[src/rtl/magcmp_pkg.sv]
package magcmp_pkg;

  localparam int unsigned LANE_W = 8;

  typedef struct packed {
    logic gt;
    logic lt;
  } dec_t;

  // Order two lane slices; when sgn is set the top bit is a sign bit,
  // handled by inverting it so that an unsigned compare gives signed order.
  function automatic dec_t lane_decide(input logic [LANE_W-1:0] p,
                                       input logic [LANE_W-1:0] q,
                                       input logic sgn);
    logic [LANE_W-1:0] bias;
    logic [LANE_W-1:0] pb;
    logic [LANE_W-1:0] qb;
    dec_t d;
    bias = {sgn, {(LANE_W-1){1'b0}}};
    pb = p ^ bias;
    qb = q ^ bias;
    d.gt = (pb > qb);
    d.lt = (pb < qb);
    return d;
  endfunction

  // A lane that sees equal slices defers to the decision from below.
  function automatic dec_t merge(input dec_t local_d, input logic same,
                                 input dec_t below);
    return same ? below : local_d;
  endfunction

endpackage

[src/rtl/magcmp_oplatch.sv]
module magcmp_oplatch #(
  parameter int unsigned W = 32
) (
  input  logic         clk,
  input  logic         rst_n,
  input  logic         le,
  input  logic [W-1:0] d,
  output logic [W-1:0] q
);
  logic [W-1:0] held;

  always_ff @(posedge clk or negedge rst_n) begin
    if (!rst_n) held <= '0;
    else if (le) held <= d;
  end

  // Pass-through while enabled gives latch-like transparency without a latch.
  assign q = le ? d : held;
endmodule

[src/rtl/magcmp_lane.sv]
module magcmp_lane
  import magcmp_pkg::*;
#(
  parameter bit SIGN_LANE = 1'b0
) (
  input  logic              mode_signed,
  input  logic [LANE_W-1:0] p,
  input  logic [LANE_W-1:0] q,
  input  dec_t              below,
  output dec_t              dout,
  output logic              same
);
  logic sgn;
  dec_t local_d;

  assign sgn     = mode_signed & SIGN_LANE;
  assign local_d = lane_decide(p, q, sgn);
  assign same    = (p == q);
  assign dout    = merge(local_d, same, below);
endmodule

[src/rtl/magcmp_chain.sv]
module magcmp_chain
  import magcmp_pkg::*;
#(
  parameter int unsigned LANES = 4
) (
  input  logic                    mode_signed,
  input  logic [LANES*LANE_W-1:0] p,
  input  logic [LANES*LANE_W-1:0] q,
  input  dec_t                    cin,
  output dec_t                    dout,
  output logic [LANES-1:0]        lane_eq
);
  dec_t link [LANES+1];

  assign link[0] = cin;

  for (genvar i = 0; i < LANES; i++) begin : g_lane
    magcmp_lane #(.SIGN_LANE(i == LANES-1)) u_lane (
      .mode_signed(mode_signed),
      .p          (p[i*LANE_W +: LANE_W]),
      .q          (q[i*LANE_W +: LANE_W]),
      .below      (link[i]),
      .dout       (link[i+1]),
      .same       (lane_eq[i])
    );
  end

  assign dout = link[LANES];
endmodule

[src/rtl/magcmp_cascade.sv]
module magcmp_cascade
  import magcmp_pkg::*;
#(
  parameter int unsigned LANES = 4,
  localparam int unsigned W = LANES * LANE_W
) (
  input  logic         clk,
  input  logic         rst_n,
  input  logic         mode_signed,
  input  logic         p_le,
  input  logic [W-1:0] p_word,
  input  logic [W-1:0] q_word,
  input  logic         cin_gt,
  input  logic         cin_lt,
  output logic         gt_o,
  output logic         lt_o
);
  logic [W-1:0]     p_eff;
  logic [LANES-1:0] lane_eq;
  dec_t             cin_d;
  dec_t             res;

  assign cin_d = '{gt: cin_gt, lt: cin_lt};

  magcmp_oplatch #(.W(W)) u_plat (
    .clk  (clk),
    .rst_n(rst_n),
    .le   (p_le),
    .d    (p_word),
    .q    (p_eff)
  );

  magcmp_chain #(.LANES(LANES)) u_chain (
    .mode_signed(mode_signed),
    .p          (p_eff),
    .q          (q_word),
    .cin        (cin_d),
    .dout       (res),
    .lane_eq    (lane_eq)
  );

  assign gt_o = res.gt;
  assign lt_o = res.lt;
endmodule

[config.mk]
export PLATFORM = sky130hd
export DESIGN_NAME = magcmp_cascade
export DESIGN_NICKNAME = d
export VERILOG_FILES = /design/src/rtl/magcmp_pkg.sv /design/src/rtl/magcmp_oplatch.sv /design/src/rtl/magcmp_lane.sv /design/src/rtl/magcmp_chain.sv /design/src/rtl/magcmp_cascade.sv
export SDC_FILE = /design/constraint.sdc
export NUM_CORES = 1
export LEC_CHECK = 0
export BUFFER_PORTS_ARGS = -buffer_cell sky130_fd_sc_hd__buf_2
export CAP_MARGIN = 20
export CORE_UTILIZATION = 45
export DETAILED_ROUTE_END_ITERATION = 6
export PLACE_DENSITY = 0.81
export SLEW_MARGIN = 20
export SYNTH_ARGS = -nofsm -noshare
export SYNTH_HDL_FRONTEND = slang
export SYNTH_HIERARCHICAL = 1
export SYNTH_SLANG_ARGS = --single-unit
[constraint.sdc]
create_clock -name clk -period 4.13 [get_ports clk]
set_clock_uncertainty 0.1 [all_clocks]
set_input_delay 0.413 -clock clk [delete_from_list [all_inputs] [get_ports clk]]
set_output_delay 0.413 -clock clk [all_outputs]
set_load 0.005 [all_outputs]
==> summary.md <==
| Metric | Value |
|---|---|
| First-pass GRT wire length | 7327 um |
| Share of cells above drive strength 1 | between 40 and 50% |
| Die Y | between 70 and 80 um |
| Final antenna-violating net count | 0 |
| Max stage delay on crit path | around 350 ps |
| Commonest non-fill, non-tap cell in the layout | buf_2 |
| CTS Buf Count | 5 |
| Post-CTS setup buffers | 0 |
| Family with the most delay on the worst path | compound AO/OA/AOI/OAI gates |
| Synthesis-to-finish area growth | 19.99% |
| Vias in the first global route | 1,683 |
| Leak Pwr | 1.505 nW |
| DR top layer | met4 |
| CTS clock-pin slew for the worst setup and hold paths | 60 ps |
| CTS tree | done |
| Clk sinks | 32 |
| Arr. time, crit path | 3080 ps |
| Top Registers | u_plat/held x32 |
| Routed vias/inst | 4.851 |
| Yosys warnings | 6 |
| Die area | 5409 sq um |
| CTS Root Cell | clkbuf_8 |
| Max Cap Viol | 0 |
| DR pass1 iterations | 4 |
| CP startpoint kind | primary input |
| Yosys cell types | 25 |
| Detailed Route Iter0 Violations | 27 |
| Crit-path slowest cell | mux2_4 |
| Setup Crit Path Kind | primary input to output port |
| # setup viols final | 0 |
| CTS max path bufs | 2 |
| Synth area leader | dfrtp_1 |
| Crit path max fanout | 17 |
| Antenna violations before repair | 0 |
| Hold-fix buffers at CTS | 0 |
| Worst slew pin tran | 712.4 ps |
| Mapped Nets | 294 |
| Routed wl met2 | around 2100 um |
| Per-cell routed wire length | 12.92 um |
| Area contributors post-synth | dfrtp_1, mux2_4, ha_1 |
| #FFs+latches synth | 32 |
| Core ar. | 4817 sq um |
| Placed Instance Area | 2686 sq um |
| CP cell instances | buf_2 > buf_4 > mux2_4 > ha_1 > a21oi_1 > o21a_1 > o31a_1 > nor2_1 > nor3_1 > nor2_1 > nor3_1 > nor2_1 > o32a_1 > buf_2 |
| WL met3 | 243 um |
| Register name with the most flops | u_plat/held |
| Routed metal-1 wire length | 1914 um |
| RR Startpoint | u_plat/held[31]$_DFF_PN0_ |
| Inst Count DP | 329 |
| Post-DP HPWL | 3510 um |
| Grt total ovfl | 0 |
| Post-Syn Area | 2303 sq um |
| Fin. max-slew vios | 0 |
| CTS resizes | 0 |
| Ant. Diodes | 0 |
| Drt drc | 0 |
| I/O pin cnt | 72 |
| Worst Path Buf+Inv | 3 |
| P per Cell Area | 302.8 nW/um^2 |
| Port bufs | 71 |
| Worst hold path type | primary input to async pin |
| Final nets | 370 |
| Max-Slew Margin vs Limit | between 50% and 60% |
| Crit path top cell by count | nor2_1 |
| Total GRT Usage | between 15 and 20% |
| Max Freq | approximately 280 MHz |
| Yosys top cell area share | 34.76% |
| Gpl congestion | 0.7567 |
| Hold Fails Final Rpt | 0 |
| Setup_tns | 0 ps |
| Largest net degree at the start of global routing | 33 |
| Most frequent cells in the layout | buf_2, dfrtp_1, inv_1, ha_1, mux2_4 |
| Hold WS | 83.77 ps |
| Vias | 1,630 |
| Crit end category | output port |
| FP Rows | 25 |
| Final core area utilization | 57.38% |
| Crit. Startpoint | p_le |
| H-tree depth | 2 |
| Mean post-synth cell area | around 12 sq um |
| Largest register FFs | 32 |
| Post-Route WL | 4340 um |
| Mapped Cells | just under 200 |
| Outcome | completed |
| Post-route insts no fill | 336 |
| Worst-Skew Late Latency | 280 ps |
| Post-synthesis sequential area ratio | a little over a third |
| Min Tclk post-route | 3592 ps |
| Design area | about 2800 sq um |
| Worst EP required | 3620 ps |
| Die width | 73.55 um |
| RSZ-0062 raised after global routing | no |
| Maximum ir drop on the vdd rail | 144.3 uV |
| Initial Utilization | 47.82% |
| Period utilization | 86.98% |
==> worst paths after layout <==
check                                             to  slack, ps  cells past startpoint
min                         u_plat/held[4]$_DFF_PN0_         80                      1
max in group asynchronous   u_plat/held[3]$_DFF_PN0_       3390                      1
min reg2reg                 u_plat/held[3]$_DFF_PN0_        390                      1
min in group clk           u_plat/held[21]$_DFF_PN0_        270                      2
max reg2reg                u_plat/held[31]$_DFF_PN0_       3240                      1
max                                             gt_o        540                     14
==> cells in the mapped netlist (all sizes together) <==
cell / n
dfrtp: 32
mux2: 32
ha: 31
inv: 31
nor2: 11
a21oi: 8
nand4: 8
o21a: 7
nand2: 5
a2111oi: 4
buf: 4
nand2b: 4
nor3: 4
a21o: 3
o31a: 3
nor2b: 1
nor3b: 1
o211ai: 1
o2bb2ai: 1
o32a: 1
xnor2: 1
==> layout make-up <==
class                   instances  area [sq um]
fillers                       461          2053
multi-input cells             126          1315
flip-flops and latches         32         800.8
repair buffers                 73         370.4
inverters                      31         116.4
well taps                      67         83.83
clock buffers                   6         72.57
clock inverters                 1         5.005
==> where the power goes <==
| part | internal [mW] | switching [mW] | total [mW] |
|---|---|---|---|
| clock network | 0.114 | 0.106 | 0.221 |
| logic | 0.146 | 0.117 | 0.263 |
| registers | 0.345 | 0.00885 | 0.353 |
==> metrics by stage <==
stage	setup slack, ps	power, mW
after floorplan	893.4	0.5502
after global placement	620.1	0.6140
after detailed placement	531.5	0.6224
after CTS	519.5	0.8473
after global routing	316.0	0.8953
final	537.7	0.8370
==> layer usage <==
metal,vias up,track usage [%]
met5,-,0
met4,0,5.769
met3,4,5.624
met2,45,31.91
met1,749,21.18
li1,832,-
==> cells by family after synthesis <==
family	share of synthesized area (%)
AND/OR/NAND/NOR	9.125
buffers and inverters	8.148
AO/OA/AOI/OAI	9.886
XOR/XNOR	0.7063
adder cells (fa/ha/maj)	16.84
multiplexers	20.53
flip-flops	34.76
Power figures use the tool's default switching activity.
